`src/rtl/uirq_pkg.sv`:
```
package uirq_pkg;
  typedef struct packed {
    logic raSet;   // RX moved while in shutdown
    logic raClr;   // shutdown just ended
    logic feSet;   // bad stop bit
    logic feClr;   // good frame
    logic txSet;   // transmit buffer just became empty, mask on
    logic txClr;   // read transfer finished
  } uirq_strobe_t;
endpackage

```
`src/rtl/uirq_ctrl.sv`:
```
module uirq_ctrl
  import uirq_pkg::*;
#(
  parameter int SYNC_STAGES = 2
) (
  input  logic         clk,
  input  logic         rst,
  input  logic         rxLine,
  input  logic         shutdown,
  input  logic         txEmpty,
  input  logic         maskT,
  input  logic         frameErrEvt,
  input  logic         frameOkEvt,
  input  logic         readDoneStb,
  output uirq_strobe_t strb
);
  localparam int LAST = SYNC_STAGES - 1;

  logic [SYNC_STAGES-1:0] rxSync;
  logic rxPrev;
  logic shutPrev;
  logic txPrev;
  logic rxEdge;

  for (genvar g = 0; g < SYNC_STAGES; g++) begin : g_sync
    if (g == 0) begin : g_first
      always_ff @(posedge clk) begin
        if (rst) rxSync[0] <= 1'b1;
        else     rxSync[0] <= rxLine;
      end
    end else begin : g_next
      always_ff @(posedge clk) begin
        if (rst) rxSync[g] <= 1'b1;
        else     rxSync[g] <= rxSync[g-1];
      end
    end
  end

  always_ff @(posedge clk) begin
    if (rst) begin
      rxPrev   <= 1'b1;
      shutPrev <= 1'b0;
      txPrev   <= 1'b1;   // no spurious latch if buffer already empty at reset release
    end else begin
      rxPrev   <= rxSync[LAST];
      shutPrev <= shutdown;
      txPrev   <= txEmpty;
    end
  end

  assign rxEdge = rxSync[LAST] ^ rxPrev;

  always_comb begin
    strb.raSet = shutdown & rxEdge;
    strb.raClr = shutPrev & ~shutdown;
    strb.feSet = frameErrEvt;
    strb.feClr = frameOkEvt;
    strb.txSet = txEmpty & ~txPrev & maskT;
    strb.txClr = readDoneStb;
  end

  // a rising buffer-empty level with the mask on produces a set strobe
  a_r8_tx_edge_strobe: assert property (@(posedge clk) disable iff (rst)
    (txEmpty && !$past(txEmpty) && maskT && !$past(rst)) |-> strb.txSet);
endmodule

```
`src/rtl/uirq_dp.sv`:
```
module uirq_dp
  import uirq_pkg::*;
(
  input  logic         clk,
  input  logic         rst,
  input  uirq_strobe_t strb,
  input  logic         rxFifoNotEmpty,
  input  logic         rxHeadParity,
  input  logic         txEmpty,
  input  logic         shutdown,
  input  logic         parityEn,
  input  logic         maskR,
  input  logic         maskT,
  input  logic         maskPr,
  input  logic         maskRaFe,
  output logic         statR,
  output logic         statT,
  output logic         statPr,
  output logic         statRaFe,
  output logic         irqN
);
  logic raFlag;
  logic feFlag;
  logic txLatch;
  logic anySrc;

  // set has priority over clear in every latch
  always_ff @(posedge clk) begin
    if (rst) begin
      raFlag  <= 1'b0;
      feFlag  <= 1'b0;
      txLatch <= 1'b0;
    end else begin
      if (strb.raSet)      raFlag <= 1'b1;
      else if (strb.raClr) raFlag <= 1'b0;
      if (strb.feSet)      feFlag <= 1'b1;
      else if (strb.feClr) feFlag <= 1'b0;
      if (strb.txSet)      txLatch <= 1'b1;
      else if (strb.txClr) txLatch <= 1'b0;
    end
  end

  always_comb begin
    statR    = rxFifoNotEmpty;
    statT    = txEmpty;
    statPr   = parityEn & rxHeadParity;
    statRaFe = shutdown ? raFlag : feFlag;
    anySrc   = (statR & maskR) | (statPr & maskPr) |
               (statRaFe & maskRaFe) | (txLatch & maskT);
  end

  always_ff @(posedge clk) begin
    if (rst) irqN <= 1'b1;
    else     irqN <= ~anySrc;
  end

  a_r6_ra_cleared: assert property (@(posedge clk) disable iff (rst)
    strb.raClr |=> !raFlag);
  a_r5_ra_set: assert property (@(posedge clk) disable iff (rst)
    strb.raSet |=> raFlag);
  a_r7_fe_set_wins: assert property (@(posedge clk) disable iff (rst)
    strb.feSet |=> feFlag);
  a_r7_fe_clear: assert property (@(posedge clk) disable iff (rst)
    (strb.feClr && !strb.feSet) |=> !feFlag);
  a_r8_tx_clear: assert property (@(posedge clk) disable iff (rst)
    (strb.txClr && !strb.txSet) |=> !txLatch);
  a_r9_data_irq: assert property (@(posedge clk) disable iff (rst)
    (rxFifoNotEmpty && maskR) |=> !irqN);
  a_r10_all_masked: assert property (@(posedge clk) disable iff (rst)
    (!maskR && !maskT && !maskPr && !maskRaFe) |=> irqN);
endmodule

```
`src/rtl/uart_irq_ctrl.sv`:
```
module uart_irq_ctrl
  import uirq_pkg::*;
#(
  parameter int SYNC_STAGES = 2
) (
  input  logic clk,
  input  logic rst,
  input  logic rxFifoNotEmpty,
  input  logic rxHeadParity,
  input  logic frameErrEvt,
  input  logic frameOkEvt,
  input  logic txEmpty,
  input  logic rxLine,
  input  logic shutdown,
  input  logic parityEn,
  input  logic maskR,
  input  logic maskT,
  input  logic maskPr,
  input  logic maskRaFe,
  input  logic readDoneStb,
  output logic statR,
  output logic statT,
  output logic statPr,
  output logic statRaFe,
  output logic irqN
);
  uirq_strobe_t strb;

  uirq_ctrl #(.SYNC_STAGES(SYNC_STAGES)) i_ctrl (
    .clk(clk), .rst(rst), .rxLine(rxLine), .shutdown(shutdown),
    .txEmpty(txEmpty), .maskT(maskT), .frameErrEvt(frameErrEvt),
    .frameOkEvt(frameOkEvt), .readDoneStb(readDoneStb), .strb(strb)
  );

  uirq_dp i_dp (
    .clk(clk), .rst(rst), .strb(strb),
    .rxFifoNotEmpty(rxFifoNotEmpty), .rxHeadParity(rxHeadParity),
    .txEmpty(txEmpty), .shutdown(shutdown), .parityEn(parityEn),
    .maskR(maskR), .maskT(maskT), .maskPr(maskPr), .maskRaFe(maskRaFe),
    .statR(statR), .statT(statT), .statPr(statPr), .statRaFe(statRaFe),
    .irqN(irqN)
  );
endmodule

```
`config.mk`:
```
export PLATFORM = sky130hd
export DESIGN_NAME = uart_irq_ctrl
export DESIGN_NICKNAME = d
export VERILOG_FILES = /design/src/rtl/uirq_pkg.sv /design/src/rtl/uirq_ctrl.sv /design/src/rtl/uirq_dp.sv /design/src/rtl/uart_irq_ctrl.sv
export SDC_FILE = /design/constraint.sdc
export NUM_CORES = 1
export LEC_CHECK = 0
export BUFFER_PORTS_ARGS = -buffer_cell sky130_fd_sc_hd__buf_2
export CORE_AREA = 10 10 47 49
export DETAILED_ROUTE_END_ITERATION = 10
export DIE_AREA = 0 0 57 59
export GPL_ROUTABILITY_DRIVEN = 0
export PLACE_DENSITY = 0.53
export SLEW_MARGIN = 0
export SYNTH_ARGS = -nofsm -noshare
export SYNTH_HDL_FRONTEND = slang
export SYNTH_SLANG_ARGS = --single-unit
export TNS_END_PERCENT = 20
```
`constraint.sdc`:
```
create_clock -name clk -period 0.8 [get_ports clk]
set_input_delay 0.16 -clock clk [delete_from_list [all_inputs] [get_ports clk]]
set_output_delay 0.16 -clock clk [all_outputs]
set_load 0.1 [all_outputs]
```
* Word level (Yosys, flattened, before mapping)
Index checks and enable logic that the tools add are counted.
** Word-level totals
- Input bits :: 15
- Flip-flop bits (word level) :: 9
- Output and inout port bits :: 5
- Logic and storage cells :: 35
** Cells by class
- Bitwise operators :: 16
- Reductions and logical operators :: 3
- Multiplexer cells :: 7
** Operators with widths (count)
- 1-bit AND :: 9
- 1-bit 2-to-1 mux :: 7
- 2-bit nonzero test :: 3
- 1-bit NOT :: 3
- 1-bit OR :: 3
- 1-bit XOR :: 1

* Logic depth before layout (Yosys ltp)
Gate-level depths: netlist of run 1.
- Depth after elaboration :: 6
- Mapped depth :: 3
- Mapped depth without buffers :: 3

* Modules after synthesis
A second synthesis of run 1 with hierarchy kept.
** Unflattened totals
- Cells, all modules :: 39
- Area, all modules :: 360.3 um^2
** Modules (own cells, without submodules)
- uirq_ctrl :: area each 182.7 um^2, instances 1, cells each 18
- uirq_dp :: area each 177.7 um^2, instances 1, cells each 21

* Worst setup path after synthesis of run 1
OpenSTA, ideal clock, no wires.
- Path kind :: in2reg
- Start :: input port parityEn
- End :: register i_dp.irqN
- Data arrival time :: 1.212 ns
- Setup slack :: -0.527 ns
- Data required time :: 0.685 ns
- Buffers on the path :: 0
- Cell stages on the path :: 3
- Cells stage by stage :: and2_1 -> nand2_1 -> a31o_1
** Between the ends
- Cells in the longest elaborated chain, start to end :: 6
** Ends and longest elaborated chain
- start, declared :: line uart_irq_ctrl.sv:15 : input logic parityEn,
- 1-bit AND :: line uirq_dp.sv:46 : statPr = parityEn & rxHeadParity;
- 1-bit AND :: line uirq_dp.sv:48 : anySrc = (statR & maskR) | (statPr & maskPr) |
- 1-bit OR (2 in series) :: line uirq_dp.sv:48
- 1-bit OR :: line uirq_dp.sv:49 : (statRaFe & maskRaFe) | (txLatch & maskT);
- 1-bit NOT :: line uirq_dp.sv:54 : else irqN <= ~anySrc;
- end signal, assigned :: line uirq_dp.sv:54
- end, declared :: line uirq_dp.sv:20 : output logic irqN
No other way between the ends.
A chain may end at the register's enable or synchronous reset.

* Worst setup path after layout of run 1
- Start :: register i_dp.feFlag
- End :: output port statRaFe
** Between the ends
- Cells in the longest elaborated chain, start to end :: 1
** Ends and longest elaborated chain
- start, declared :: line uirq_dp.sv:23 : logic feFlag;
- start signal, assigned :: line uirq_dp.sv:31 : feFlag <= 1'b0;
- start signal, assigned :: line uirq_dp.sv:36 : if (strb.feSet) feFlag <= 1'b1;
- start signal, assigned :: line uirq_dp.sv:37 : else if (strb.feClr) feFlag <= 1'b0;
- 1-bit 2-to-1 mux :: line uirq_dp.sv:47 : statRaFe = shutdown ? raFlag : feFlag;
- end, declared :: line uart_irq_ctrl.sv:24 : output logic statRaFe,
No other way between the ends.

==> flow_summary.yaml, run 1 <==
detailed_routing:
  wl_um: 752
  drt-initial-drc-count: 6
  drc_errors: 0
  vias_per_cell: 4.069
  wire_per_inst_um: 10.44
  vias: 293
  ant_nets: 0
  drtPass1Iterations: 2
clock_tree:
  worstSkewPairLatency_ns: 0.25
  ctsHoldBuffers: 0
  numCtsBuffers: 3
  cts_buffer_depth: 2
  tritoncts: "yes"
  clock_sinks: 9
  clkTransAtPathRegs_ns: 0.05
  cts_root_buf: "clkbuf_4"
  htreeDepth: 1
floorplanning:
  initial_utilization_pct: 23.48
  die_area_um2: 3363
  die_w_um: 57
  die_h_um: 59
  num_rows: 14
  core_um2: 1401
  num_io_pins: 20
power_and_ir_drop:
  cellLeakagePower_nw: 0.2491
  cellPowerDensity_nw_per_um2: 1988
  ir_drop_uv: 1129
logic_synthesis:
  synth-edff-count: 0
  ys_types: 17
  yosysWarnings: 0
  synth_area_leader_cell: "dfxtp_1"
  syn-cell-area_um2: 329.1
  ys_async_sr_fraction_pct: 0
  ys_ff_latch: 9
  synthFlopType: "dfxtp_1"
  synth_area_per_cell_um2: 9.972
  synth_top_area_share_pct: 54.75
  ys_top_cells_by_count: "9 x dfxtp_1, 3 x a21oi_1, 3 x nand2_1, 3 x or2_2"
  yosysMostFrequentCell: "dfxtp_1"
  seq_area_frac_synth_pct: 54.75
  synthTopCellsByArea: "dfxtp_1 55%, or2_2 5.7%, a21oi_1 4.6%"
  syn-num-nets: 48
  syn_inst: 33
timing:
  worstMarginPinSlew_ns: 0.1766
  hold_viol_final: 0
  fmax_mhz: 848.5
  fin_ws_ns: -0.3785
  period_share_pct: 147.3
  rsz0062_at_grt: "true"
  finalWorstPathRequiredPeriod_ns: 1.179
  setup_viol: 3
  holdWs_ns: 0.08186
  slew_headroom_pct: 88.23
  clock-skew-final_ns: 0.001827
  final_max_slew_viol_count: 0
  tns_ns: -0.6554
setup_path:
  critPathKind: "register to output port"
  worst_ep_required_time_ns: 0.64
  critical_path_peak_fanout: 2
  start_kind: "register"
  cp_data_arrival_time_ns: 1.02
  end_kind: "output port"
grt:
  use_met3_pct: 5.150
  grt_pass1_vias: 303
  grt_use_met1_pct: 4.779
  grt_overflow: 0
  antenna_found_initial: 0
  grtUsageTotal_pct: 4.981
  grt_pass1_wl_um: 1276
  grt_max_degree: 10
  gr-usage-met2_pct: 6.977
  grt_busiest_layer: "met2"
worst_hold_path:
  hp-class: "input pin to register"
final_layout:
  nNetsFinal: 72
  multi_input_area_um2: 127.6
  layout.area.seq_um2: 182.7
  n_antenna_cell: 0
  layout-drive-gt1-share_pct: 55.36
  area_growth_pct: 66.92
  fill_cells: 152
run_status:
  violations: "setup timing"
  outcome: "complete, but fails checks"
flow_run:
  maxCapViolCount: 0
placed_design:
  dp_slack_ns: -0.1299
  io_buffers: 19
==> cell usage in the layout (no fill, tap or decap), types with 2 or more instances in the layout <==
cell type / n
dfxtp_2: 2
clkbuf_4: 3
inv_1: 2
buf_12: 5
dfxtp_1: 7
a21oi_1: 3
buf_4: 2
buf_2: 14
nand2_1: 3
or2_2: 3
==> routing by layer <==
metal	part of all wire [%]	vias up	routed length [µm]
met5	0	-	0
met2	46	15	346
met4	0	0	0
met3	15	0	116
li1	-	153	-
met1	38	125	289
==> critical path: stages, from the launching register on <==
cell and delay, ns:
dfxtp_2 0.31, mux2_4 0.28, buf_12 0.17
==> report_power, final <==
group,total (mW),leakage [nW],switching (mW),internal [mW]
combinational,0.275,0.160,0.159,0.116
sequential,0.481,0.0744,0.00915,0.472
clock,0.336,0.0150,0.144,0.191
==> per-stage QoR <==
stage / utilization, % / power, mW / std cells / cell area [µm²]
detailed placement: 36.70 / 0.7634 / 67 / 514.2
CTS: 39.11 / 1.113 / 72 / 548.0
global route: 39.20 / 1.157 / 72 / 549.3
global placement: 36.70 / 0.7614 / 67 / 514.2
finish: 39.20 / 1.092 / 72 / 549.3
floorplan: - / 0.6463 / 33 / 331.6
==> final cells by class <==
| cell class | count | area share (%) |
|---|---|---|
| sequential | 9 | 33.26 |
| clock buffer | 4 | 4.784 |
| inverter | 2 | 1.367 |
| timing repair buffer | 21 | 33.71 |
| multi-input combinational | 20 | 23.23 |
| tap | 16 | 3.645 |
==> path summary, 6_finish.rpt <==
| path | slack (ns) | from | end | depth (start not counted) |
|---|---|---|---|---|
| max | -0.38 | i_dp.feFlag | statRaFe | 2 |
| min | 0.08 | rxLine | i_ctrl.rxSync[0] | 2 |
| max reg2reg | -0.15 | i_dp.feFlag | i_dp.irqN | 4 |
| min reg2reg | 0.41 | i_ctrl.rxSync[0] | i_ctrl.rxSync[1] | 1 |
==> kinds of logic after synthesis <==
group / count (synthesis) / synth area share (%)
flops: 9 / 54.75
xor+xnor: 1 / 2.662
buf+inv: 4 / 6.844
mux: 1 / 4.561
simple gates: 12 / 20.16
compound gates: 6 / 11.03
==> repair_timing <==
item,CTS,global route
pin swaps,0,1
hold endpoints to repair,0,0
buffers inserted,1,0
gates resized for setup,0,1
setup endpoints to repair,3,4
==> registers in the layout, indices dropped and copies added (netlist names) <==
name / count
i_ctrl.rxPrev: 1
i_dp.feFlag: 1
i_dp.raFlag: 1
i_dp.txLatch: 1
i_dp.irqN: 1
i_ctrl.txPrev: 1
i_ctrl.rxSync: 2
i_ctrl.shutPrev: 1
(Power assumes the default switching activity.)
==> inputs of run 2 (changes only) <==
--- a/config.mk
+++ b/config.mk
@@ -11,6 +11,7 @@
 export DIE_AREA = 0 0 57 59
 export GPL_ROUTABILITY_DRIVEN = 0
 export PLACE_DENSITY = 0.53
+export SKIP_LAST_GASP = 1
 export SLEW_MARGIN = 0
 export SYNTH_ARGS = -nofsm -noshare
 export SYNTH_HDL_FRONTEND = slang
==> run 2 against run 1 <==
Effect of this change: the run still ends with setup timing left; sequential cell count unchanged; register-to-register slack barely moved; clock skew about the same; largest cell class unchanged; non-clock buffer count unchanged; core utilization is the same; combinational power hardly changed; final cell count did not move; die area did not move; first-iteration DRC count decreased by 17%; clock-buffer cell count unchanged; final area unchanged.
==> flow_summary.yaml, run 2 (synthesized netlist as in run 1, its figures left out) <==
placed_design:
  io_buffers: 19
  dp_slack_ns: -0.1299
floorplanning:
  die_w_um: 57
  num_io_pins: 20
  num_rows: 14
  die_h_um: 59
  initial_utilization_pct: 23.48
  die_area_um2: 3363
  core_um2: 1401
timing:
  setup_viol: 3
  finalWorstPathRequiredPeriod_ns: 1.179
  period_share_pct: 147.3
  hold_viol_final: 0
  slew_headroom_pct: 88.24
  fmax_mhz: 848.5
  clock-skew-final_ns: 0.001865
  fin_ws_ns: -0.3785
  final_max_slew_viol_count: 0
  rsz0062_at_grt: "true"
  worstMarginPinSlew_ns: 0.1764
detailed_routing:
  vias: 293
  drt-initial-drc-count: 5
  wl_um: 750
  ant_nets: 0
  vias_per_cell: 4.069
  drc_errors: 0
  wire_per_inst_um: 10.42
  drtPass1Iterations: 2
setup_path:
  end_kind: "output port"
  cp_data_arrival_time_ns: 1.02
  worst_ep_required_time_ns: 0.64
  reg2regPathDepth: 4
  r2r_slack_ns: -0.16
  start_kind: "register"
  critical_path_peak_fanout: 2
  r2r-start: "i_dp.feFlag"
  worstReg2RegEnd: "i_dp.irqN"
  critPathKind: "register to output port"
final_layout:
  post-route-util_pct: 39.20
  n_antenna_cell: 0
  regMostFlops: "i_ctrl.rxSync"
  fill_cells: 152
  layout-drive-gt1-share_pct: 55.36
  largest_reg_flops: 2
  nNetsFinal: 72
  final_common_cell: "buf_2"
  area_growth_pct: 66.92
  layout_common_cells: "14 x buf_2, 7 x dfxtp_1, 5 x buf_12"
run_status:
  outcome: "complete, but fails checks"
  violations: "setup timing"
grt:
  grt_pass1_vias: 303
  grt_max_degree: 10
  grt_busiest_layer: "met2"
  use_met3_pct: 5.150
  grt_overflow: 0
  grtUsageTotal_pct: 4.981
  gr-usage-met2_pct: 6.977
  antenna_found_initial: 0
  grt_use_met1_pct: 4.779
  grt_pass1_wl_um: 1276
worst_hold_path:
  worstHoldStart: "rxLine"
  hp-class: "input pin to register"
  min_path_cells: 2
  min_to: "i_ctrl.rxSync[0]"
clock_tree:
  tritoncts: "yes"
  worstSkewPairLatency_ns: 0.25
  htreeDepth: 1
  ctsHoldBuffers: 0
  clock_sinks: 9
  cts_buffer_depth: 2
  cts_root_buf: "clkbuf_4"
  clkTransAtPathRegs_ns: 0.05
  numCtsBuffers: 3
power_and_ir_drop:
  power.total_mw: 1.092
  ir_drop_uv: 1129
  cellLeakagePower_nw: 0.2491
  cellPowerDensity_nw_per_um2: 1988
flow_run:
  maxCapViolCount: 0
==> run 2: area by class of cell <==
type | count | area, µm² | area share (%)
Timing Repair Buffer | 21 | 185.2 | 33.71
Sequential cell | 9 | 182.7 | 33.26
Multi-Input combinational cell | 20 | 127.6 | 23.23
Clock buffer | 4 | 26.28 | 4.784
Tap cell | 16 | 20.02 | 3.645
Inverter | 2 | 7.507 | 1.367
==> run 2: metal layers <==
layer  up-vias  routed length (µm)  part of all wire, %
li1        153                   -                    -
met1       125                 288                   38
met2        15                 345                   46
met3         0                 116                   15
met4         0                   0                    0
met5         -                   0                    0
==> run 2: through the flow <==
stage,instances,hold WS (ns),cell area (µm²),TNS (ns)
3_3_place_gp,67,0.3390,514.2,-0.1992
5_1_grt,72,0.09660,549.3,-0.7953
3_5_place_dp,67,0.3469,514.2,-0.2073
2_1_floorplan,33,0.2291,331.6,-0.3039
6_report,72,0.08185,549.3,-0.6646
4_1_cts,72,0.07723,548.0,-0.6951
==> run 2: worst max-delay path, cell delays in order, from the launching register on <==
cell and delay [ns]:
dfxtp_2 0.31, mux2_4 0.28, buf_12 0.17
==> run 2: worst max path at each step <==
| stage | from | endpoint | slack, ns | cells after the start |
|---|---|---|---|---|
| floorplan | i_dp.feFlag | i_dp.irqN | -0.25 | 3 |
| global placement | shutdown | statRaFe | -0.12 | 3 |
| detailed placement | shutdown | statRaFe | -0.13 | 3 |
| CTS | i_dp.feFlag | statRaFe | -0.39 | 2 |
| global route | i_dp.feFlag | statRaFe | -0.42 | 2 |
| finish | i_dp.feFlag | statRaFe | -0.38 | 2 |
==> run 2: report_power, final <==
part           switching (mW)  total (mW)  internal [mW]
registers             0.00915       0.481          0.472
logic                   0.159       0.275          0.116
clock network           0.144       0.336          0.191
total                   0.313        1.09          0.779
==> run 2: what timing repair did <==
action                     CTS  global route
gates resized for setup      0             1
setup endpoints to repair    3             4
buffers inserted             1             0
==> inputs of run 3 (changes only) <==
--- a/config.mk
+++ b/config.mk
@@ -11,6 +11,7 @@
 export DIE_AREA = 0 0 57 59
 export GPL_ROUTABILITY_DRIVEN = 0
 export PLACE_DENSITY = 0.53
+export REMOVE_ABC_BUFFERS = 1
 export SKIP_LAST_GASP = 1
 export SLEW_MARGIN = 0
 export SYNTH_ARGS = -nofsm -noshare
==> run 3 against run 2 <==
Effect of this change: the run still ends with setup timing left; first-iteration DRC count fell by 80%; die area did not move; non-clock buffer count fell by 1; core utilization fell by 0.71 points; setup slack got worse by 0.022 ns; clock power rose by 7.1%; sequential cell count did not move; via count fell by 2.4%; sequential share of layout area rose by 0.39 points; combinational power fell by 2%; critical endpoint unchanged; largest power group unchanged.
==> flow_summary.yaml, run 3 (synthesized netlist as in run 1, its figures left out) <==
detailed_routing:
  drc_errors: 0
  ant_nets: 0
  dr_wl_met2_um: 380
  wire_per_inst_um: 11.14
  vias: 286
  wl_um: 791
  vias_per_cell: 4.028
  drtPass1Iterations: 2
  drt-initial-drc-count: 1
  routed.top_layer: "met3"
  routed-wl-met3_um: 78
  wl_met1_um: 332
timing:
  setup_viol: 3
  worstMarginPinSlew_ns: 0.1679
  final_max_slew_viol_count: 0
  hold_viol_final: 0
  fmax_mhz: 832.7
  clock-skew-final_ns: 0.004765
  slew_headroom_pct: 88.81
  finalWorstPathRequiredPeriod_ns: 1.201
  rsz0062_at_grt: "true"
  fin_ws_ns: -0.4009
  holdWs_ns: 0.07711
  period_share_pct: 150.1
placed_design:
  placed_cells: 66
  dp_slack_ns: -0.1347
  io_buffers: 19
worst_hold_path:
  hp-class: "input pin to register"
power_and_ir_drop:
  cellLeakagePower_nw: 0.2436
  ir_drop_uv: 666.2
  power.total_mw: 1.110
  cellPowerDensity_nw_per_um2: 2059
final_layout:
  nNetsFinal: 71
  area_growth_pct: 63.88
  instances_no_fill: 71
  regMostFlops: "i_ctrl.rxSync"
  layout_common_cells: "14 x buf_2, 8 x dfxtp_1, 5 x buf_12"
  post-route-util_pct: 38.48
  n_antenna_cell: 0
  layout-drive-gt1-share_pct: 50.91
  final_common_cell: "buf_2"
  largest_reg_flops: 2
grt:
  grt_max_degree: 10
  antenna_found_initial: 0
  grtUsageTotal_pct: 5.238
  grt_pass1_wl_um: 1331
  grt_pass1_vias: 307
  grt_overflow: 0
flow_run:
  maxCapViolCount: 0
clock_tree:
  clock_sinks: 9
  worstSkewPairLatency_ns: 0.26
  cts_root_buf: "clkbuf_4"
  numCtsBuffers: 3
  htreeDepth: 1
  cts_buffer_depth: 2
  clkTransAtPathRegs_ns: 0.07
  tritoncts: "yes"
setup_path:
  slowest_delay_ns: 0.32
  crit_path_cell_trace: "mux2_4, buf_12"
  critPathKind: "register to output port"
  cp_data_arrival_time_ns: 1.04
  start_kind: "register"
  worst_ep_required_time_ns: 0.64
  crit_family: "flip-flops"
  end_kind: "output port"
  critical_path_peak_fanout: 2
  cp_slowest_cell: "dfxtp_2"
  crit_buf_inv: 1
floorplanning:
  die_h_um: 59
  num_io_pins: 20
  die_area_um2: 3363
  die_w_um: 57
  core_um2: 1401
  initial_utilization_pct: 23.48
  num_rows: 14
run_status:
  violations: "setup timing"
  outcome: "complete, but fails checks"
-- run 3: area by class of cell --
class	count	area, µm²
Inverter	2	7.507
Sequential cell	9	181.4
Clock buffer	4	26.28
Timing Repair Buffer	20	177.7
Multi-Input combinational cell	20	126.4
Fill cell	154	862.1
Tap cell	16	20.02
-- run 3: path summary, 6_finish.rpt --
kind                                       start                to  slack [ns]  cells past startpoint
worst max-delay path                 i_dp.feFlag          statRaFe       -0.40                      2
worst min-delay path                      rxLine  i_ctrl.rxSync[0]        0.08                      2
worst max register to register       i_dp.feFlag         i_dp.irqN       -0.17                      4
worst min register to register  i_ctrl.rxSync[0]  i_ctrl.rxSync[1]        0.41                      1
-- run 3: metal layers --
layer / GRT usage, % / vias to the layer above
met3: 3.648 / 0
met5: 0 / -
li1: - / 150
met1: 5.251 / 124
met4: 5.034 / 0
met2: 6.977 / 12
-- run 3: through the flow --
step	setup TNS (ns)	instance area, µm²
2_1_floorplan	-1.119	314.1
3_3_place_gp	-0.1971	504.2
3_5_place_dp	-0.2077	504.2
4_1_cts	-0.6426	530.5
5_1_grt	-0.7920	539.3
6_report	-0.7286	539.3
-- run 3: repair_timing --
| item | in CTS | in global routing |
|---|---|---|
| setup buffers | 0 | 1 |
| pin swaps | 0 | 0 |
| endpoints found under the setup margin | 3 | 3 |
| hold buffers | 0 | 0 |
| resized for setup | 0 | 1 |
-- run 3: worst register-to-register path, stage by stage (launching register included) --
cell and delay, ns:
dfxtp_2 0.32, mux2_4 0.29, buf_4 0.13, nand2_1 0.05, a31o_1 0.13
-- run 3: report_power, final --
group	switching, mW	internal, mW	leakage [nW]
sequential	0.00931	0.471	0.0747
clock	0.168	0.193	0.0150
combinational	0.158	0.111	0.154
total	0.335	0.775	0.244
